`src/rtl/capseq_pkg.sv`:
```
package capseq_pkg;
  typedef enum logic [2:0] {
    PH_IDLE = 3'd0,
    PH_PRE  = 3'd1,
    PH_WAIT = 3'd2,
    PH_POST = 3'd3,
    PH_DONE = 3'd4
  } phase_e;

  localparam logic [1:0] SRC_INTERNAL = 2'b00;
  localparam logic [1:0] SRC_EXT_EDGE = 2'b01;

  localparam logic [1:0] TOUT_OFF      = 2'b00;
  localparam logic [1:0] TOUT_INTERNAL = 2'b01;
  localparam logic [1:0] TOUT_EXTERNAL = 2'b10;
  localparam logic [1:0] TOUT_EITHER   = 2'b11;
endpackage

```
`src/rtl/capseq_sync.sv`:
```
module capseq_sync #(
  parameter int STAGES = 2
) (
  input  logic clk,
  input  logic rst_n,
  input  logic pin,
  output logic level,
  output logic rise
);
  logic [STAGES-1:0] chain;
  logic              prev;

  always_ff @(posedge clk) begin
    if (!rst_n) begin
      chain <= '0;
      prev  <= 1'b0;
    end else begin
      chain <= {chain[STAGES-2:0], pin};
      prev  <= chain[STAGES-1];
    end
  end

  assign level = chain[STAGES-1];
  assign rise  = chain[STAGES-1] & ~prev;
endmodule

```
`src/rtl/capseq_ctrl.sv`:
```
module capseq_ctrl
  import capseq_pkg::*;
#(
  parameter int ADDR_W = 5
) (
  input  logic              clk,
  input  logic              rst_n,
  input  logic              arm,
  input  logic              abort,
  input  logic              rd_busy,
  input  logic [1:0]        trig_src,
  input  logic              cap_basic,
  input  logic [ADDR_W-1:0] pre_count,
  input  logic              int_trig,
  input  logic              ext_rise,
  input  logic              cap_qual,
  output phase_e            phase,
  output logic              wr_en,
  output logic [ADDR_W-1:0] wr_addr,
  output logic [ADDR_W-1:0] trig_addr,
  output logic              cfg_basic
);
  localparam int DEPTH = 1 << ADDR_W;
  localparam int CNT_W = ADDR_W + 1;

  phase_e            ph_q, ph_d;
  logic [ADDR_W-1:0] ptr_q, trig_q, trig_d, pre_q;
  logic [CNT_W-1:0]  cnt_q, cnt_d, post_need, pre_ext;
  logic [1:0]        src_q;
  logic              basic_q, qual_ok, hit, take_arm, we;

  assign pre_ext   = {1'b0, pre_q};
  assign post_need = CNT_W'(DEPTH - 1) - pre_ext;
  assign qual_ok   = !basic_q || cap_qual;

  always_comb begin
    case (src_q)
      SRC_INTERNAL: hit = int_trig;
      SRC_EXT_EDGE: hit = ext_rise;
      default:      hit = int_trig | ext_rise;
    endcase
  end

  assign take_arm = arm && (ph_q == PH_IDLE || (ph_q == PH_DONE && !rd_busy));

  always_comb begin
    ph_d   = ph_q;
    we     = 1'b0;
    cnt_d  = cnt_q;
    trig_d = trig_q;
    case (ph_q)
      PH_PRE: begin
        we    = qual_ok;
        cnt_d = cnt_q + CNT_W'(we);
        if (cnt_d >= pre_ext) ph_d = PH_WAIT;
      end
      PH_WAIT: begin
        if (hit) begin
          we     = 1'b1;
          trig_d = ptr_q;
          cnt_d  = '0;
          ph_d   = (post_need == '0) ? PH_DONE : PH_POST;
        end else begin
          we = qual_ok;
        end
      end
      PH_POST: begin
        we    = qual_ok;
        cnt_d = cnt_q + CNT_W'(we);
        if (cnt_d == post_need) ph_d = PH_DONE;
      end
      default: ;
    endcase
    if (abort) begin
      ph_d = PH_IDLE;
      we   = 1'b0;
    end else if (take_arm) begin
      ph_d  = PH_PRE;
      cnt_d = '0;
    end
  end

  always_ff @(posedge clk) begin
    if (!rst_n) begin
      ph_q    <= PH_IDLE;
      ptr_q   <= '0;
      trig_q  <= '0;
      cnt_q   <= '0;
      pre_q   <= '0;
      src_q   <= SRC_INTERNAL;
      basic_q <= 1'b0;
    end else begin
      ph_q   <= ph_d;
      cnt_q  <= cnt_d;
      trig_q <= trig_d;
      ptr_q  <= ptr_q + ADDR_W'(we);
      if (!abort && take_arm) begin
        pre_q   <= pre_count;
        src_q   <= trig_src;
        basic_q <= cap_basic;
      end
    end
  end

  assign phase     = ph_q;
  assign wr_en     = we;
  assign wr_addr   = ptr_q;
  assign trig_addr = trig_q;
  assign cfg_basic = basic_q;
endmodule

```
`src/rtl/capseq_buffer.sv`:
```
module capseq_buffer #(
  parameter int ADDR_W = 5,
  parameter int DATA_W = 16
) (
  input  logic              clk,
  input  logic              we,
  input  logic [ADDR_W-1:0] waddr,
  input  logic [DATA_W-1:0] wdata,
  input  logic              re,
  input  logic [ADDR_W-1:0] raddr,
  output logic [DATA_W-1:0] rdata
);
  localparam int DEPTH = 1 << ADDR_W;

  logic [DATA_W-1:0] mem [DEPTH];

  always_ff @(posedge clk) begin
    if (we) mem[waddr] <= wdata;
  end

  always_ff @(posedge clk) begin
    if (re) rdata <= mem[raddr];
  end
endmodule

```
`src/rtl/capseq_readout.sv`:
```
module capseq_readout #(
  parameter int ADDR_W = 5
) (
  input  logic              clk,
  input  logic              rst_n,
  input  logic              start,
  input  logic              flush,
  input  logic [ADDR_W-1:0] base_addr,
  input  logic              rd_ready,
  output logic              re,
  output logic [ADDR_W-1:0] raddr,
  output logic              rd_valid,
  output logic              rd_last,
  output logic              busy
);
  localparam int DEPTH = 1 << ADDR_W;
  localparam int LEFT_W = ADDR_W + 1;

  logic [ADDR_W-1:0] ptr_q;
  logic [LEFT_W-1:0] left_q;
  logic              valid_q, last_q;

  assign re    = !flush && (left_q != '0) && (!valid_q || rd_ready);
  assign raddr = ptr_q;
  assign busy  = (left_q != '0) || valid_q;

  always_ff @(posedge clk) begin
    if (!rst_n) begin
      ptr_q   <= '0;
      left_q  <= '0;
      valid_q <= 1'b0;
      last_q  <= 1'b0;
    end else if (flush) begin
      left_q  <= '0;
      valid_q <= 1'b0;
      last_q  <= 1'b0;
    end else if (start && !busy) begin
      ptr_q  <= base_addr;
      left_q <= LEFT_W'(DEPTH);
    end else if (re) begin
      ptr_q   <= ptr_q + 1'b1;
      left_q  <= left_q - 1'b1;
      valid_q <= 1'b1;
      last_q  <= (left_q == LEFT_W'(1));
    end else if (rd_ready) begin
      valid_q <= 1'b0;
      last_q  <= 1'b0;
    end
  end

  assign rd_valid = valid_q;
  assign rd_last  = last_q;
endmodule

```
`src/rtl/capture_sequencer.sv`:
```
module capture_sequencer
  import capseq_pkg::*;
#(
  parameter int ADDR_W = 5,
  parameter int DATA_W = 16
) (
  input  logic              clk,
  input  logic              rst_n,
  input  logic              arm,
  input  logic              abort,
  input  logic [1:0]        trig_src,
  input  logic              cap_basic,
  input  logic [ADDR_W-1:0] pre_count,
  input  logic [1:0]        tout_sel,
  input  logic              int_trig,
  input  logic              cap_qual,
  input  logic              ext_trig_in,
  input  logic [DATA_W-1:0] probe_data,
  output logic              wr_en,
  output logic [ADDR_W-1:0] wr_addr,
  output logic [ADDR_W-1:0] trig_addr,
  output logic [2:0]        phase,
  output logic              ext_trig_out,
  input  logic              rd_start,
  input  logic              rd_ready,
  output logic              rd_valid,
  output logic [DATA_W-1:0] rd_data,
  output logic              rd_last
);
  phase_e            ph;
  logic              ext_level, ext_rise, rd_busy, cfg_basic;
  logic              re;
  logic [ADDR_W-1:0] raddr;
  logic              tout_d, tout_q;

  capseq_sync #(.STAGES(2)) u_sync (
    .clk(clk), .rst_n(rst_n), .pin(ext_trig_in),
    .level(ext_level), .rise(ext_rise)
  );

  capseq_ctrl #(.ADDR_W(ADDR_W)) u_ctrl (
    .clk(clk), .rst_n(rst_n), .arm(arm), .abort(abort), .rd_busy(rd_busy),
    .trig_src(trig_src), .cap_basic(cap_basic), .pre_count(pre_count),
    .int_trig(int_trig), .ext_rise(ext_rise), .cap_qual(cap_qual),
    .phase(ph), .wr_en(wr_en), .wr_addr(wr_addr), .trig_addr(trig_addr),
    .cfg_basic(cfg_basic)
  );

  capseq_buffer #(.ADDR_W(ADDR_W), .DATA_W(DATA_W)) u_buf (
    .clk(clk), .we(wr_en), .waddr(wr_addr), .wdata(probe_data),
    .re(re), .raddr(raddr), .rdata(rd_data)
  );

  capseq_readout #(.ADDR_W(ADDR_W)) u_rd (
    .clk(clk), .rst_n(rst_n), .start(rd_start && ph == PH_DONE),
    .flush(abort), .base_addr(wr_addr), .rd_ready(rd_ready),
    .re(re), .raddr(raddr), .rd_valid(rd_valid), .rd_last(rd_last),
    .busy(rd_busy)
  );

  always_comb begin
    case (tout_sel)
      TOUT_INTERNAL: tout_d = int_trig;
      TOUT_EXTERNAL: tout_d = ext_level;
      TOUT_EITHER:   tout_d = int_trig | ext_level;
      default:       tout_d = 1'b0;
    endcase
  end

  always_ff @(posedge clk) begin
    if (!rst_n) tout_q <= 1'b0;
    else        tout_q <= tout_d;
  end

  assign ext_trig_out = tout_q;
  assign phase        = ph;
endmodule

```
`config.mk`:
```
export PLATFORM = sky130hd
export DESIGN_NAME = capture_sequencer
export DESIGN_NICKNAME = d
export VERILOG_FILES = /design/src/rtl/capseq_pkg.sv /design/src/rtl/capseq_sync.sv /design/src/rtl/capseq_ctrl.sv /design/src/rtl/capseq_buffer.sv /design/src/rtl/capseq_readout.sv /design/src/rtl/capture_sequencer.sv
export SDC_FILE = /design/constraint.sdc
export NUM_CORES = 1
export LEC_CHECK = 0
export BUFFER_PORTS_ARGS = -buffer_cell sky130_fd_sc_hd__buf_2
export CORE_MARGIN = 4
export CORE_UTILIZATION = 30
export DETAILED_ROUTE_END_ITERATION = 16
export GPL_TIMING_DRIVEN = 1
export PLACE_DENSITY = 0.52
export SETUP_SLACK_MARGIN = 0.2
export SYNTH_ARGS = -nofsm -noshare
export SYNTH_HDL_FRONTEND = slang
export SYNTH_SLANG_ARGS = --single-unit
```
`constraint.sdc`:
```
create_clock -name clk -period 5.4 [get_ports clk]
set_input_delay 0.54 -clock clk [delete_from_list [all_inputs] [get_ports clk]]
set_output_delay 0.54 -clock clk [all_outputs]
set_load 0.03 [all_outputs]
```
==> flow_summary.toml <==
[logic_synthesis]
synthArstFlopShare_pct = 0
synthesis.area_mm2 = 0.0227
syn-num-nets = 1157
synth_top_area_share_pct = 70.0
synth_cell_types = 56
synth-seq-cells = 572
synth_edf_count = 528
ys_warn_count = 0
synthCells = 1109
synthFlopType = "edfxtp_1"
synth_top_area_cell = "edfxtp_1"
yosysSeqAreaShare_pct = 73.9
ys_top_cells_by_area = "edfxtp_1 (70%), mux4_2 (13%), dfxtp_1 (3.9%)"
avgSynthCellArea_um2 = 20.4

[placement]
portBuffers = 67
place.gp.congestion = 0.769
dp_hpwl_um = 31900
placedCellCount = 2123

[cts]
cts_sinks = 572
numCtsBuffers = 59
worst_skew_pair.late_latency_ns = 0.61
ctsHoldBuffers = 0
post_cts_buffers = 0
cts.repair.resized = 0
path_clk_slew_ns = 0.06
clock_path_buffers = 3
cts_tree = "built"
root_buffer = "clkbuf_16"
cts_max_level = 2

[global_route]
grt_use_total_pct = 13.6
grt_max_degree = 53
antenna_found_initial = 1
grt_pass1_wl_um = 79900
grt_pass1_vias = 11600
grt_overflow = 0

[critical_path]
cpPeakStageDelay_ns = 0.79
critical_path.startpoint_type = "flop"
worstSetupPathType = "flop to flop"
worst-path-max-fanout = 10
cp.required_ns = 5.70
endpoint_kind = "flop"
cpMaxStageDelayCell = "nor2_1"
arrival_ns = 3.33
crit_path_cell_trace = "nor2b_4 > o211ai_4 > o2bb2ai_4 > or4b_4 > nor2_1 > buf_4"

[detailed_routing]
drt-vias-per-instance = 4.96
drt_wl_total_um = 54100
wl_per_cell_um = 24.2
first_pass_iters = 6
ant_nets = 0
initialDrtViolationCount = 871
vias = 11100
post-route-drc-count = 0

[floorplanning]
ios = 68
initial_core_util_pct = 30.3
die_h_um = 283
die_area_mm2 = 0.0800
core_mm2 = 0.0747
num_rows = 100
die_x_um = 283

[timing]
setup_tns_ns = 0
slew_viol_final = 0
timing.slew.headroom_pct = 13.6
min_period_ns = 3.03
hold_viol = 0
worst_pin_slew_ns = 1.29
setup_violations = 0
rsz0062_at_grt = "no"
finClkSkew_ns = 0.0149
period_share_pct = 56.1
timing.fmax_ghz = 0.330

[power_and_ir_drop]
swShare_pct = 22.3
clkPwrFrac_pct = 40.9
leakage_nw = 7.99
switching_power_mw = 2.16
power_density_mw_per_mm2 = 370
p_seq_share_pct = 51.0
vdd_drop_max_v = 0.000287
combPwrFrac_pct = 8.1
intPower_mw = 7.50

[finish]
regArea_mm2 = 0.0167
layout.nets = 1263
multiInputGateArea_mm2 = 0.00561
syn_to_final_growth_pct = 15.2
drive_gt1_share_pct = 29.1
final_cells = 2233
nFillCells = 6885

[outcome]
status = "completed"

[min_path]
hp-class = "input port to flop"

[job]
maxCapViolCount = 0
[final cells by class]
cell class	instances	area share [%]
Inverter	10	0.144
Clock inverter	40	1.34
Tap cell	969	4.65
Clock buffer	69	5.80
Antenna cell	1	0.00959
Sequential cell	572	64.2
Multi-Input combinational cell	471	21.5
Timing Repair Buffer	101	2.41
[state kept, by name, summed over array words and instances (netlist names), 2 cells and up]
name,count
u_ctrl.phase,3
u_buf.mem,512
u_ctrl.cnt_q,6
u_rd.left_q,6
u_buf.rdata,16
u_ctrl.src_q,2
u_ctrl.pre_q,5
u_ctrl.wr_addr,5
u_ctrl.trig_addr,5
u_rd.raddr,5
u_sync.chain,2
[cell usage after synthesis (3+ instances only)]
library cell / instances
edfxtp_1: 528
mux4_2: 128
mux2i_1: 77
nor2_1: 53
dfxtp_1: 44
nor2b_1: 23
buf_2: 20
nand2_1: 18
a22o_1: 17
clkbuf_1: 13
ha_1: 13
nand3_1: 12
o21ai_0: 11
and2_1: 10
nor3_1: 10
a221oi_2: 9
inv_1: 9
nand2b_1: 9
a21oi_1: 8
buf_4: 8
buf_6: 8
a221oi_1: 7
xnor2_1: 6
buf_1: 5
a22oi_1: 4
a311oi_1: 4
nand4bb_1: 4
nor3_2: 4
xor2_1: 4
mux2_2: 3
o21a_1: 3
or4b_4: 3
[through the flow]
step | power [mW] | util, % | area, um^2 | hold slack [ns] | setup WS (ns)
3_3_place_gp | 5.81 | 32.4 | 24200 | 0.443 | 2.23
5_1_grt | 10.0 | 34.9 | 26100 | 0.137 | 2.23
6_report | 9.66 | 34.9 | 26100 | 0.152 | 2.37
4_1_cts | 9.80 | 34.9 | 26100 | 0.104 | 2.33
2_1_floorplan | 5.56 | - | 22700 | 0.412 | 2.50
3_5_place_dp | 5.82 | 32.4 | 24200 | 0.454 | 2.21
[critical path: cells and delay by family, from the launching register on]
kind / cells / cell delay [ns]
simple gates: 3 / 1.57
compound gates: 2 / 0.40
flops: 1 / 0.43
buf+inv: 1 / 0.33
[power by group through the flow]
| stage | Combinational, mW | Sequential, mW | Clock [mW] |
|---|---|---|---|
| 2_1_floorplan | 0.563 | 5.00 | 0 |
| 6_report | 0.779 | 4.93 | 3.95 |
| 3_3_place_gp | 0.788 | 5.03 | 0 |
| 5_1_grt | 0.843 | 4.94 | 4.26 |
| 4_1_cts | 0.795 | 4.93 | 4.07 |
| 3_5_place_dp | 0.794 | 5.03 | 0 |
[metal layers]
layer  GRT usage [%]  vias up  share of wire (%)
li1                -     4786                  -
met1            19.5     5931                 46
met2            21.6      294                 47
met3            2.24       73                5.0
met4            3.96        0                2.2
met5               0        -                  0
[cell families (layout without fill, tap and decap cells)]
logic type | after synthesis | after routing | synth area share [%]
AND/OR/NAND/NOR | 161 | 161 | 3.90
multiplexers | 208 | 208 | 16.3
buffers and inverters | 66 | 220 | 1.75
AO/OA/AOI/OAI | 79 | 79 | 3.09
flip-flops | 572 | 572 | 73.9
other | 0 | 1 | 0
XOR/XNOR | 10 | 10 | 0.387
adder cells (fa/ha/maj) | 13 | 13 | 0.718
[placed cells by master (no fill, tap or decap), types with 18 or more instances in the layout]
cell       instances
buf_2             67
dfxtp_1           41
mux4_2           128
nor2_2            21
edfxtp_1         528
nor2b_1           22
nand2_1           18
clkbuf_16         59
buf_4             31
mux2i_1           77
nor2_1            33
[worst paths after layout]
check	from	to	slack, ns	cells past startpoint
max	u_ctrl.phase[1]$_SDFFE_PP0P_	u_buf.mem[5][13]$_DFFE_PP_	2.37	6
min	ext_trig_in	u_sync.chain[0]$_SDFF_PN0_	0.15	2
max reg2reg	u_ctrl.phase[1]$_SDFFE_PP0P_	u_buf.mem[5][13]$_DFFE_PP_	2.37	6
min reg2reg	u_sync.chain[0]$_SDFF_PN0_	u_sync.chain[1]$_SDFF_PN0_	0.45	1
Note: power is estimated with default switching activity, not from simulation.
